[config.mk]
export PLATFORM = sky130hd
export DESIGN_NAME = cnt24_channel
export DESIGN_NICKNAME = d
export VERILOG_FILES = /design/src/rtl/cnt24_pkg.sv /design/src/rtl/cnt24_quad.sv /design/src/rtl/cnt24_core.sv /design/src/rtl/cnt24_channel.sv
export SDC_FILE = /design/constraint.sdc
export NUM_CORES = 1
export LEC_CHECK = 0
export BUFFER_PORTS_ARGS = -buffer_cell sky130_fd_sc_hd__buf_2
export CAP_MARGIN = 20
export CORE_UTILIZATION = 43
export CTS_CLUSTER_DIAMETER = 120
export CTS_CLUSTER_SIZE = 16
export DETAILED_ROUTE_END_ITERATION = 6
export PLACE_DENSITY_LB_ADDON = 0.15
export REMOVE_ABC_BUFFERS = 1
export SYNTH_ARGS = -nofsm -noshare
export SYNTH_HDL_FRONTEND = slang
export SYNTH_SLANG_ARGS = --single-unit
[constraint.sdc]
create_clock -name clk -period 8.5 [get_ports clk]
set_input_delay 0.425 -clock clk [delete_from_list [all_inputs] [get_ports clk]]
set_output_delay 0.425 -clock clk [all_outputs]
set_load 0.02 [all_outputs]
[src/rtl/cnt24_pkg.sv]
package cnt24_pkg;

    localparam int CNT_W      = 24;
    localparam int BUS_W      = 16;
    localparam int HI_W       = CNT_W - BUS_W;
    localparam int PRE_COUNT  = 2;
    localparam int PRE_SEL_W  = $clog2(PRE_COUNT);

    localparam int CMD_CLEAR_BIT = 15;
    localparam int CMD_LOAD_BIT  = 14;
    localparam int CMD_UNCAP_BIT = 3;

    localparam logic [2:0] RELOAD_OFF   = 3'd0;
    localparam logic [2:0] RELOAD_INDEX = 3'd4;

    typedef enum logic [1:0] {
        WSEL_LOW  = 2'd0,
        WSEL_HIGH = 2'd1,
        WSEL_MODE = 2'd2,
        WSEL_CMD  = 2'd3
    } word_sel_e;

    typedef enum logic [1:0] {
        CLK_QX1 = 2'd0,
        CLK_QX2 = 2'd1,
        CLK_QX4 = 2'd2,
        CLK_INT = 2'd3
    } clk_src_e;

    typedef enum logic [1:0] {
        GATE_PIN   = 2'd0,
        GATE_PIN_N = 2'd1,
        GATE_CAP   = 2'd2,
        GATE_CAP_N = 2'd3
    } gate_src_e;

    // Mode word, MSB first; bit positions are decoded by the bus.
    typedef struct packed {
        logic       spare;      // 15
        logic       pre_sel;    // 14
        logic       live_read;  // 13
        logic       dir_sw;     // 12
        logic       dir_down;   // 11
        clk_src_e   clk_src;    // 10:9
        logic [1:0] en_ctl;     // 8:7
        gate_src_e  gate_src;   // 6:5
        logic [2:0] reload;     // 4:2
        logic       out_inv;    // 1
        logic       out_zero;   // 0
    } mode_t;

    typedef struct packed {
        logic valid;
        logic down;
    } step_t;

    function automatic logic gate_level(gate_src_e src, logic pin, logic cap);
        case (src)
            GATE_PIN:   return pin;
            GATE_PIN_N: return !pin;
            GATE_CAP:   return cap;
            default:    return !cap;
        endcase
    endfunction

endpackage

[src/rtl/cnt24_quad.sv]
module cnt24_quad
    import cnt24_pkg::*;
#(
    parameter int SYNC_DEPTH = 2
) (
    input  logic     clk,
    input  logic     rst,
    input  logic     pha,
    input  logic     phb,
    input  logic     idx,
    input  clk_src_e rate,
    output step_t    qstep,
    output logic     idx_rise,
    output logic     err
);

    logic [SYNC_DEPTH-1:0] sync_a, sync_b, sync_i;
    logic a_now, b_now, i_now;
    logic a_old, b_old, i_old;
    logic a_chg, b_chg, legal, jump;

    always_ff @(posedge clk) begin
        if (rst) begin
            sync_a <= '0;
            sync_b <= '0;
            sync_i <= '0;
            a_old  <= 1'b0;
            b_old  <= 1'b0;
            i_old  <= 1'b0;
            err    <= 1'b0;
        end else begin
            sync_a <= {sync_a[SYNC_DEPTH-2:0], pha};
            sync_b <= {sync_b[SYNC_DEPTH-2:0], phb};
            sync_i <= {sync_i[SYNC_DEPTH-2:0], idx};
            a_old  <= a_now;
            b_old  <= b_now;
            i_old  <= i_now;
            err    <= err | jump;
        end
    end

    assign a_now = sync_a[SYNC_DEPTH-1];
    assign b_now = sync_b[SYNC_DEPTH-1];
    assign i_now = sync_i[SYNC_DEPTH-1];

    assign a_chg = a_now ^ a_old;
    assign b_chg = b_now ^ b_old;
    assign legal = a_chg ^ b_chg;
    assign jump  = a_chg & b_chg;

    assign idx_rise = i_now & ~i_old;

    always_comb begin
        qstep.down = a_chg ? (a_now == b_now) : (a_now != b_now);
        case (rate)
            CLK_QX1: qstep.valid = legal & a_chg & ~b_now;
            CLK_QX2: qstep.valid = legal & a_chg;
            CLK_QX4: qstep.valid = legal;
            default: qstep.valid = 1'b0;
        endcase
    end

    AST_ERR_STICKY: assert property (@(posedge clk) disable iff (rst)
        $past(err) |-> err);

    AST_JUMP_FLAGS: assert property (@(posedge clk) disable iff (rst)
        $past(jump) |-> err);

endmodule

[src/rtl/cnt24_core.sv]
module cnt24_core
    import cnt24_pkg::*;
(
    input  logic             clk,
    input  logic             rst,
    input  mode_t            mode,
    input  logic [BUS_W-1:0] wdata,
    input  logic             pre_wr_lo,
    input  logic             pre_wr_hi,
    input  logic             cmd_clear,
    input  logic             cmd_load,
    input  logic             cmd_uncap,
    input  step_t            qstep,
    input  logic             tick,
    input  logic             idx_rise,
    input  logic             gate,
    output logic [CNT_W-1:0] count,
    output logic             cap
);

    logic [CNT_W-1:0] pre [PRE_COUNT];
    logic [CNT_W-1:0] nxt;
    logic             en, stp, down, adv, idx_load;

    for (genvar p = 0; p < PRE_COUNT; p++) begin : g_pre
        localparam logic [PRE_SEL_W-1:0] SEL = PRE_SEL_W'(p);
        always_ff @(posedge clk) begin
            if (rst) begin
                pre[p] <= '0;
            end else if (mode.pre_sel == SEL) begin
                if (pre_wr_lo) pre[p][BUS_W-1:0]     <= wdata;
                if (pre_wr_hi) pre[p][CNT_W-1:BUS_W] <= wdata[HI_W-1:0];
            end
        end
    end

    always_comb begin
        en = (mode.en_ctl == 2'd1) ||
             (mode.en_ctl[1] && gate_level(mode.gate_src, gate, cap));
        if (mode.clk_src == CLK_INT) begin
            stp  = tick;
            down = mode.dir_down;
        end else begin
            stp  = qstep.valid;
            down = mode.dir_sw ? mode.dir_down : qstep.down;
        end
        adv      = stp & en;
        nxt      = down ? count - CNT_W'(1) : count + CNT_W'(1);
        idx_load = (mode.reload == RELOAD_INDEX) && idx_rise;
    end

    always_ff @(posedge clk) begin
        if (rst) begin
            count <= '0;
            cap   <= 1'b1;
        end else begin
            if (cmd_load) begin
                count <= pre[0];
            end else if (cmd_clear) begin
                count <= '0;
            end else if (idx_load) begin
                count <= pre[mode.pre_sel];
            end else if (adv) begin
                count <= nxt;
                if (down && nxt == '0) cap <= 1'b1;
            end
            if (cmd_uncap) cap <= 1'b0;
        end
    end

    logic unused_fields;
    assign unused_fields = ^{mode.spare, mode.live_read, mode.out_inv, mode.out_zero};

    AST_STEP_BY_ONE: assert property (@(posedge clk) disable iff (rst)
        !$past(cmd_load || cmd_clear || idx_load) |->
        (count == $past(count) || count == $past(count) + CNT_W'(1) ||
         count == $past(count) - CNT_W'(1)));

    AST_CLEAR_CMD: assert property (@(posedge clk) disable iff (rst)
        $past(cmd_clear && !cmd_load) |-> count == '0);

    AST_UNCAP_CMD: assert property (@(posedge clk) disable iff (rst)
        $past(cmd_uncap) |-> !cap);

    AST_GATE_HOLD: assert property (@(posedge clk) disable iff (rst)
        $past(!en && !cmd_load && !cmd_clear && !idx_load) |-> count == $past(count));

endmodule

[src/rtl/cnt24_channel.sv]
module cnt24_channel
    import cnt24_pkg::*;
#(
    parameter int SYNC_DEPTH = 2
) (
    input  logic        clk,
    input  logic        rst,
    input  logic        bus_wr,
    input  logic        bus_rd,
    input  logic [2:0]  bus_addr,
    input  logic [15:0] bus_wdata,
    output logic [15:0] bus_rdata,
    input  logic        pha,
    input  logic        phb,
    input  logic        idx,
    input  logic        tick,
    input  logic        gate,
    output logic        cnt_out,
    output logic        quad_err
);

    word_sel_e        sel;
    mode_t            mode;
    step_t            qstep;
    logic             idx_rise;
    logic [CNT_W-1:0] count;
    logic             cap;
    logic [HI_W-1:0]  snap_hi;
    logic             wr_cmd;

    assign sel    = word_sel_e'(bus_addr[2:1]);
    assign wr_cmd = bus_wr && sel == WSEL_CMD;

    always_ff @(posedge clk) begin
        if (rst) begin
            mode <= '0;
        end else if (bus_wr && sel == WSEL_MODE) begin
            mode <= mode_t'(bus_wdata);
        end
    end

    always_ff @(posedge clk) begin
        if (rst) begin
            bus_rdata <= '0;
            snap_hi   <= '0;
        end else if (bus_rd) begin
            case (sel)
                WSEL_LOW: begin
                    bus_rdata <= count[BUS_W-1:0];
                    snap_hi   <= count[CNT_W-1:BUS_W];
                end
                WSEL_HIGH: bus_rdata <= {{(BUS_W-HI_W){1'b0}},
                                         mode.live_read ? count[CNT_W-1:BUS_W] : snap_hi};
                WSEL_MODE: bus_rdata <= mode;
                default:   bus_rdata <= '0;
            endcase
        end
    end

    cnt24_quad #(.SYNC_DEPTH(SYNC_DEPTH)) u_quad (
        .clk      (clk),
        .rst      (rst),
        .pha      (pha),
        .phb      (phb),
        .idx      (idx),
        .rate     (mode.clk_src),
        .qstep    (qstep),
        .idx_rise (idx_rise),
        .err      (quad_err)
    );

    cnt24_core u_core (
        .clk       (clk),
        .rst       (rst),
        .mode      (mode),
        .wdata     (bus_wdata),
        .pre_wr_lo (bus_wr && sel == WSEL_LOW),
        .pre_wr_hi (bus_wr && sel == WSEL_HIGH),
        .cmd_clear (wr_cmd && bus_wdata[CMD_CLEAR_BIT]),
        .cmd_load  (wr_cmd && bus_wdata[CMD_LOAD_BIT]),
        .cmd_uncap (wr_cmd && bus_wdata[CMD_UNCAP_BIT]),
        .qstep     (qstep),
        .tick      (tick),
        .idx_rise  (idx_rise),
        .gate      (gate),
        .count     (count),
        .cap       (cap)
    );

    assign cnt_out = (mode.out_zero ? (count == '0) : cap) ^ mode.out_inv;

    logic unused_addr;
    assign unused_addr = bus_addr[0];

    AST_RDATA_HOLD: assert property (@(posedge clk) disable iff (rst)
        !$past(bus_rd) |-> $stable(bus_rdata));

    AST_HIGH_PADDED: assert property (@(posedge clk) disable iff (rst)
        $past(bus_rd && sel == WSEL_HIGH) |-> bus_rdata[BUS_W-1:HI_W] == '0);

endmodule

==> reports/qor.json, run 1 <==
{
  "detailed_routing": {
    "wirelength_um": 19800,
    "route.detailed.vias_per_inst": 5.76,
    "ant_nets": 0,
    "dr.first_iter.drc_count": 427,
    "firstDrtPassIters": 5,
    "routed_wire_length_per_instance_um": 19.6,
    "detailroute.via_count": 5833,
    "remaining_drc_errors": 0
  },
  "floorplan": {
    "boundaryPins": 46,
    "design.core.area_um2": 16000,
    "number_of_core_rows": 46,
    "initial_utilization_pct": 44.4,
    "die_area_um2": 17000,
    "floorplan.die.height_um": 131,
    "die_x_um": 131
  },
  "final_layout": {
    "synthToLayoutAreaGrowth_pct": 12.5,
    "insertedDiodeCount": 0,
    "mostFrequentLayoutCells": "sky130_fd_sc_hd__dfxtp_1, sky130_fd_sc_hd__a21oi_1, sky130_fd_sc_hd__nand2_1",
    "fin_cells": 1013,
    "post-route-cell-area_um2": 8000,
    "layout_commonest_cell": "sky130_fd_sc_hd__dfxtp_1",
    "net_count_of_the_finished_layout": 841,
    "fraction_of_final_layout_cells_with_drive_strength_greater_than_1_pct": 14.1
  },
  "timing": {
    "final.min_clock_period_ns": 4.35,
    "final.setup.worst_slack_ns": 4.15,
    "final-max-slew-violation-count": 0,
    "slew_headroom_pct": 32.1,
    "finalSetupTns_ns": 0,
    "achievable-frequency_ghz": 0.230,
    "worst_slew_pin_slew_ns": 1.02,
    "setup_violations": 0,
    "timing.clock.skew_ns": 0.0102,
    "setup_repair_after_global_routing_missed_its_margin": "no",
    "part_of_the_cycle_the_worst_path_needs_pct": 51.2,
    "hold_viol_final": 0
  },
  "synthesis": {
    "async_s_r_ff_share_synth_pct": 0,
    "biggest_area_contributors_in_the_synthesized_netlist": "sky130_fd_sc_hd__dfxtp_1, sky130_fd_sc_hd__edfxtp_1, sky130_fd_sc_hd__a21oi_1",
    "netlist-cell-type-count": 74,
    "yosys_warning_count": 0,
    "syn_avg_cell_area_um2": 9.37,
    "synth_top_area_share_pct": 21.4,
    "syn_inst": 758,
    "synth.ff_latch_count": 124,
    "number_of_synthesized_flops_with_an_enable_pin": 48,
    "synth_top_cell_by_area": "sky130_fd_sc_hd__dfxtp_1",
    "ys_dominant_reg_cell": "sky130_fd_sc_hd__dfxtp_1",
    "post_syn_area_um2": 7110,
    "yosysSeqAreaShare_pct": 41.7
  },
  "power": {
    "fin_total_pwr_uw": 1640,
    "static_leakage_uw": 0.00308,
    "power.ir.vdd_worst_mv": 0.159,
    "p_per_area_nw_per_um2": 205
  },
  "place": {
    "preCtsSetupSlack_ns": 4.23,
    "place.detailed.instances": 979,
    "routabilityCongestion": 0.903,
    "io_buffer_count": 44,
    "detailedPlacementHpwl_um": 14000,
    "placed_cell_area_um2": 7360
  },
  "setup_path": {
    "critPathKind": "reg2reg",
    "cpMaxStageDelayCell": "sky130_fd_sc_hd__inv_1",
    "critPathMaxFanout": 25,
    "required_time_at_the_worst_slack_endpoint_ns": 8.85,
    "cp.arrival_ns": 4.70,
    "timing.critical_path.cells": "a21oi_1 -> mux2i_1 -> buf_4 -> inv_1 -> ha_1 -> a21oi_1 -> o211ai_1 -> a211oi_1 -> or3_1 -> a22o_1 -> o211ai_1 -> nor4_1 -> nand4_1 -> o21ai_1",
    "end_kind": "flop",
    "cp_slowest_stage_delay_ns": 0.65,
    "start_kind": "flop"
  },
  "cts": {
    "cts-buffers-inserted": 17,
    "cts_tree": "built",
    "htreeDepth": 4,
    "cts_hold_buffers": 0,
    "clkSinkCount": 124,
    "cts_clk_pin_slew_worst_paths_ns": 0.06,
    "cts_max_path_buffers": 2,
    "postCtsSetupBuffers": 0,
    "cells_resized_by_post_cts_repair": 0,
    "cts-root-buf": "sky130_fd_sc_hd__clkbuf_16",
    "clock_insertion_delay_worst_skew_ns": 0.42
  },
  "global_routing": {
    "grt_max_degree": 77,
    "first_global_vias": 5426,
    "global_route_wire_length_before_repair_um": 30500,
    "number_of_antenna_violations_at_the_first_check_in_global_routing": 0,
    "global_route.usage.total_pct": 24.3,
    "grt_overflow": 0
  },
  "flow_run": {
    "cap_viol_max_count": 0
  },
  "worst_hold_path": {
    "holdCritPathClass": "in2reg"
  },
  "outcome": {
    "outcome": "finished, final reports clean"
  }
}
## final timing paths
kind	start	to	slack (ns)	depth (start not counted)
worst max-delay path	mode[10]	u_core.cap	4.15	14
worst min-delay path	pha	u_quad.sync_a[0]	0.22	2
worst max register to register	mode[10]	u_core.cap	4.15	14
worst min register to register	u_quad.sync_i[0]	u_quad.sync_i[1]	0.44	1
## routing by layer
layer  track usage, %  routed length, µm  vias to the layer above
met4             10.6                628                        0
met1             33.7               9200                     2803
met5                0                  0                        -
met3             4.03                970                       38
li1                 -                  -                     2834
met2             37.2               9030                      158
## worst max-delay path, delay by kind of cell (launching register included)
family                     cells  cell delay, ns
AOI/OAI and AO/OA              7            1.70
adders and majority gates      1            0.47
buffers and inverters          2            0.83
DFF                            1            0.46
muxes                          1            0.13
and+or+nand+nor                3            0.68
## where the power goes
part | internal (µW) | switching [µW] | total (µW)
registers | 643 | 27.4 | 671
logic | 73.4 | 126 | 200
clock network | 493 | 275 | 768
## synth_stat cells (3+ instances only)
library cell,instances
sky130_fd_sc_hd__a211o_1,3
sky130_fd_sc_hd__a211oi_1,36
sky130_fd_sc_hd__a21boi_0,3
sky130_fd_sc_hd__a21o_1,11
sky130_fd_sc_hd__a21oi_1,70
sky130_fd_sc_hd__a221oi_1,15
sky130_fd_sc_hd__a311oi_1,7
sky130_fd_sc_hd__and2_1,53
sky130_fd_sc_hd__buf_6,4
sky130_fd_sc_hd__clkbuf_1,31
sky130_fd_sc_hd__clkbuf_8,8
sky130_fd_sc_hd__dfxtp_1,76
sky130_fd_sc_hd__edfxtp_1,48
sky130_fd_sc_hd__ha_1,28
sky130_fd_sc_hd__inv_1,6
sky130_fd_sc_hd__mux2_2,8
sky130_fd_sc_hd__mux2i_1,32
sky130_fd_sc_hd__nand2_1,69
sky130_fd_sc_hd__nand2b_1,6
sky130_fd_sc_hd__nand3_1,6
sky130_fd_sc_hd__nand4_1,6
sky130_fd_sc_hd__nor2_1,67
sky130_fd_sc_hd__nor2b_1,31
sky130_fd_sc_hd__nor3_1,19
sky130_fd_sc_hd__nor4_1,8
sky130_fd_sc_hd__o211ai_1,8
sky130_fd_sc_hd__o21ai_0,16
sky130_fd_sc_hd__o21bai_1,3
sky130_fd_sc_hd__o22ai_1,3
sky130_fd_sc_hd__o31ai_1,4
sky130_fd_sc_hd__or3_1,3
sky130_fd_sc_hd__xnor2_1,11
sky130_fd_sc_hd__xor2_1,9
## stage by stage
stage / util (%) / hold slack [ns]
after floorplan: - / 0.414
after global placement: 46.0 / 0.421
after global routing: 50.0 / 0.229
final: 50.0 / 0.217
after detailed placement: 46.0 / 0.434
after CTS: 49.9 / 0.219
## kinds of logic (layout without fill, tap and decap cells)
family,count (synthesis),after routing,synth area share [%]
AO/OA/AOI/OAI,204,204,19.7
buffers and inverters,54,93,4.51
AND/OR/NAND/NOR,287,287,20.6
flip-flops,124,124,41.7
XOR/XNOR,20,20,2.47
adder cells (fa/ha/maj),29,29,5.21
multiplexers,40,40,5.78
## flip-flops by register name, indices dropped and copies added (netlist names), named ones only
register       cells
u_quad.i_old       1
mode              16
u_core.cap         1
snap_hi            8
u_quad.a_old       1
bus_rdata         16
u_quad.err         1
u_quad.sync_b      2
u_quad.sync_a      2
u_core.pre        48
u_quad.sync_i      2
u_core.count      24
u_quad.b_old       1
## layout make-up
type	count	area, µm²
clock buffer	19	433
clock inverter	13	189
fill	1560	8000
inverter	7	26.3
multi-input combinational	580	3830
sequential	124	2960
tap	216	270
timing repair buffer	54	288
(Power assumes the default switching activity.)
==> run 2: changes to the inputs <==
clock period = 3.9 ns   (was 8.5 ns; I/O delays follow)
==> reports/qor.json, run 2 (synthesis gave the netlist of run 1 again) <==
{
  "outcome": {
    "outcome": "finished, final reports clean"
  },
  "cts": {
    "clkSinkCount": {"value": 124, "change": "unchanged"},
    "cts-root-buf": "sky130_fd_sc_hd__clkbuf_16",
    "cts-buffers-inserted": {"value": 17, "change": "unchanged"},
    "cts_max_path_buffers": {"value": 2, "change": "unchanged"},
    "clock_insertion_delay_worst_skew": {"value": 0.42, "unit": "ns", "change": "about the same"},
    "htreeDepth": {"value": 4, "change": "unchanged"},
    "cts_tree": "built",
    "cts_clk_pin_slew_worst_paths": {"value": 0.06, "unit": "ns", "change": "about the same"}
  },
  "global_routing": {
    "gr_met2_demand_resource": {"value": 37.3, "unit": "%", "change": "+0.093 points"},
    "grt_max_degree": {"value": 60, "change": "-22%"},
    "global_route.usage.total": {"value": 24.9, "unit": "%", "change": "+0.60 points"},
    "grt_most_used_layer": "met2",
    "number_of_antenna_violations_at_the_first_check_in_global_routing": {"value": 0, "change": "unchanged"},
    "first_global_vias": {"value": 5506, "change": "+1.5%"},
    "gr-usage-met3": {"value": 4.85, "unit": "%", "change": "+0.81 points"},
    "grt_use_met1": {"value": 34.7, "unit": "%", "change": "+0.99 points"},
    "grt_overflow": {"value": 0, "change": "unchanged"},
    "global_route_wire_length_before_repair": {"value": 31100, "unit": "µm", "change": "+1.9%"}
  },
  "setup_path": {
    "crit-reg2reg-launch": "mode[9]",
    "required_time_at_the_worst_slack_endpoint": {"value": 4.23, "unit": "ns", "change": "-4.62 ns"},
    "reg2reg_to": "u_core.count[20]",
    "critPathMaxFanout": {"value": 25, "change": "unchanged"},
    "cp.arrival": {"value": 3.97, "unit": "ns", "change": "-0.73 ns"},
    "critPathKind": "reg2reg",
    "end_kind": "flop",
    "start_kind": "flop",
    "setup.reg_to_reg.worst_slack": {"value": 0.25, "unit": "ns", "change": "-3.89 ns"},
    "ff2ff_path_depth": {"value": 14, "change": "unchanged"}
  },
  "place": {
    "io_buffer_count": {"value": 44, "change": "unchanged"},
    "detailedPlacementHpwl": {"value": 14400, "unit": "µm", "change": "+3.1%"},
    "routabilityCongestion": {"value": 0.867, "change": "-4.0%"},
    "placed_cell_area": {"value": 7470, "unit": "µm²", "change": "+1.5%"},
    "place.detailed.instances": {"value": 992, "change": "+1.3%"},
    "preCtsSetupSlack": {"value": 0.190, "unit": "ns", "change": "-4.04 ns"}
  },
  "final_layout": {
    "fin_cells": {"value": 1029, "change": "+1.6%"},
    "largest_reg_flops": {"value": 48, "change": "unchanged"},
    "largestRegisters": "u_core.pre (48), u_core.count (24)",
    "net_count_of_the_finished_layout": {"value": 857, "change": "+1.9%"},
    "layout_commonest_cell": "sky130_fd_sc_hd__dfxtp_1",
    "insertedDiodeCount": {"value": 0, "change": "unchanged"},
    "synthToLayoutAreaGrowth_pct": 14.5,
    "mostFrequentLayoutCells": "sky130_fd_sc_hd__dfxtp_1, sky130_fd_sc_hd__a21oi_1, sky130_fd_sc_hd__nand2_1",
    "final.fill_count": {"value": 1525, "change": "-2.2%"},
    "fraction_of_final_layout_cells_with_drive_strength_greater_than_1": {"value": 16.5, "unit": "%", "change": "+2.4 points"},
    "regMostFlops": "u_core.pre",
    "post-route-cell-area": {"value": 8130, "unit": "µm²", "change": "+1.7%"}
  },
  "timing": {
    "finalSetupTns": {"value": 0, "unit": "ns", "change": "unchanged"},
    "slew_headroom": {"value": 32.2, "unit": "%", "change": "+0.12 points"},
    "final.min_clock_period": {"value": 3.65, "unit": "ns", "change": "-0.706 ns"},
    "timing.clock.skew": {"value": 0.00843, "unit": "ns", "change": "-0.00175 ns"},
    "achievable-frequency": {"value": 0.274, "unit": "GHz", "change": "+19%"},
    "setup_violations": {"value": 0, "change": "unchanged"},
    "part_of_the_cycle_the_worst_path_needs": {"value": 93.5, "unit": "%", "change": "+42 points"},
    "hold_viol_final": {"value": 0, "change": "unchanged"},
    "final.setup.worst_slack": {"value": 0.253, "unit": "ns", "change": "-3.89 ns"},
    "final-max-slew-violation-count": {"value": 0, "change": "unchanged"},
    "worst_slew_pin_slew": {"value": 1.01, "unit": "ns", "change": "-0.00737 ns"}
  },
  "detailed_routing": {
    "dr.first_iter.drc_count": {"value": 420, "change": "-1.6%"},
    "firstDrtPassIters": {"value": 5, "change": "unchanged"},
    "remaining_drc_errors": {"value": 0, "change": "unchanged"},
    "detailroute.via_count": {"value": 5834, "change": "+0.017%"},
    "wirelength": {"value": 19900, "unit": "µm", "change": "+0.12%"},
    "route.detailed.vias_per_inst": {"value": 5.67, "change": "-1.5%"},
    "routed_wire_length_per_instance": {"value": 19.3, "unit": "µm", "change": "-1.4%"},
    "ant_nets": {"value": 0, "change": "unchanged"}
  },
  "floorplan": {
    "number_of_core_rows": {"value": 46, "change": "unchanged"},
    "die_area": {"value": 17000, "unit": "µm²", "change": "unchanged"},
    "die_x": {"value": 131, "unit": "µm", "change": "unchanged"},
    "design.core.area": {"value": 16000, "unit": "µm²", "change": "unchanged"},
    "floorplan.die.height": {"value": 131, "unit": "µm", "change": "unchanged"},
    "boundaryPins": {"value": 46, "change": "unchanged"},
    "initial_utilization": {"value": 44.4, "unit": "%", "change": "unchanged"}
  },
  "power": {
    "p_per_area": {"value": 433, "unit": "nW/µm²", "change": "+110%"},
    "static_leakage": {"value": 0.00315, "unit": "µW", "change": "+2.2%"},
    "power.ir.vdd_worst": {"value": 0.319, "unit": "mV", "change": "+100%"},
    "fin_total_pwr": {"value": 3520, "unit": "µW", "change": "+110%"}
  },
  "worst_hold_path": {
    "holdCritPathClass": "in2reg",
    "endpoint_worst_hold": "u_quad.sync_i[0]",
    "hold_path.startpoint": "idx",
    "min_path_cells": {"value": 2, "change": "unchanged"}
  },
  "flow_run": {
    "cap_viol_max_count": {"value": 0, "change": "unchanged"}
  }
}
## run 2: changes by cell type in the layout (fill, tap and decap cells not counted), moves of 2 or more
cell                            change
sky130_fd_sc_hd__clkbuf_1           -2
sky130_fd_sc_hd__dlygate4sd3_1      +2
sky130_fd_sc_hd__buf_4             +14
sky130_fd_sc_hd__inv_6              +5
sky130_fd_sc_hd__bufinv_16          -2
sky130_fd_sc_hd__ha_1               -2
sky130_fd_sc_hd__ha_2               +2
## run 2: repair_timing
action                                 4_1_cts  5_1_grt
endpoints found under the hold margin        2        0
resized for setup                            0        5
setup endpoints to repair                    0        7
buffers inserted                             0        2
hold buffers                                 2        0
## run 2: power breakdown
part / switching (µW) / internal [µW]
Clock: 633 / 963
Sequential: 60.3 / 1400
Combinational: 281 / 181
## run 2: worst max-delay path, stage by stage (launching register included)
cell                       delay [ns]
sky130_fd_sc_hd__dfxtp_1         0.34
sky130_fd_sc_hd__a21oi_1         0.20
sky130_fd_sc_hd__mux2i_2         0.34
sky130_fd_sc_hd__inv_1           0.12
sky130_fd_sc_hd__buf_12          0.18
sky130_fd_sc_hd__ha_1            0.38
sky130_fd_sc_hd__a21oi_1         0.33
sky130_fd_sc_hd__nor3b_2         0.12
sky130_fd_sc_hd__nor3_2          0.31
sky130_fd_sc_hd__o31ai_4         0.12
sky130_fd_sc_hd__a31oi_2         0.27
sky130_fd_sc_hd__o21ai_2         0.08
sky130_fd_sc_hd__xnor2_1         0.17
sky130_fd_sc_hd__a211o_1         0.32
sky130_fd_sc_hd__a311oi_2        0.25
## run 2: routing by layer
layer  vias to the layer above  wire (µm)  part of all wire (%)
met5                         -          0                     0
met4                         0        668                   3.4
met3                        39        976                   4.9
met2                       158       9130                    46
met1                      2758       9080                    46
li1                       2879          -                     -
## run 2: cell type report
cell class | count | area [µm²] | area share, %
Multi-Input combinational cell | 580 | 3850 | 47.3
Inverter | 7 | 26.3 | 0.323
Timing Repair Buffer | 70 | 428 | 5.26
Clock buffer | 17 | 425 | 5.23
Tap cell | 216 | 270 | 3.32
Clock inverter | 15 | 174 | 2.14
Sequential cell | 124 | 2960 | 36.4
## run 2: per-stage QoR
stage	hold slack, ns	util [%]
6_report	0.0224	50.8
3_5_place_dp	0.417	46.7
4_1_cts	0.0185	50.6
2_1_floorplan	0.263	-
5_1_grt	0.0305	50.8
3_3_place_gp	0.409	46.7
## run 2: worst max path at each step
stage | startpoint | endpoint | slack, ns | cells past startpoint
6_report | mode[9] | u_core.count[20] | 0.25 | 14
2_1_floorplan | mode[10] | u_core.count[22] | 0.32 | 13
3_3_place_gp | mode[9] | u_core.cap | 0.26 | 15
3_5_place_dp | mode[9] | u_core.cap | 0.19 | 15
4_1_cts | mode[9] | u_core.cap | 0.14 | 15
5_1_grt | mode[9] | u_core.count[9] | -0.01 | 15
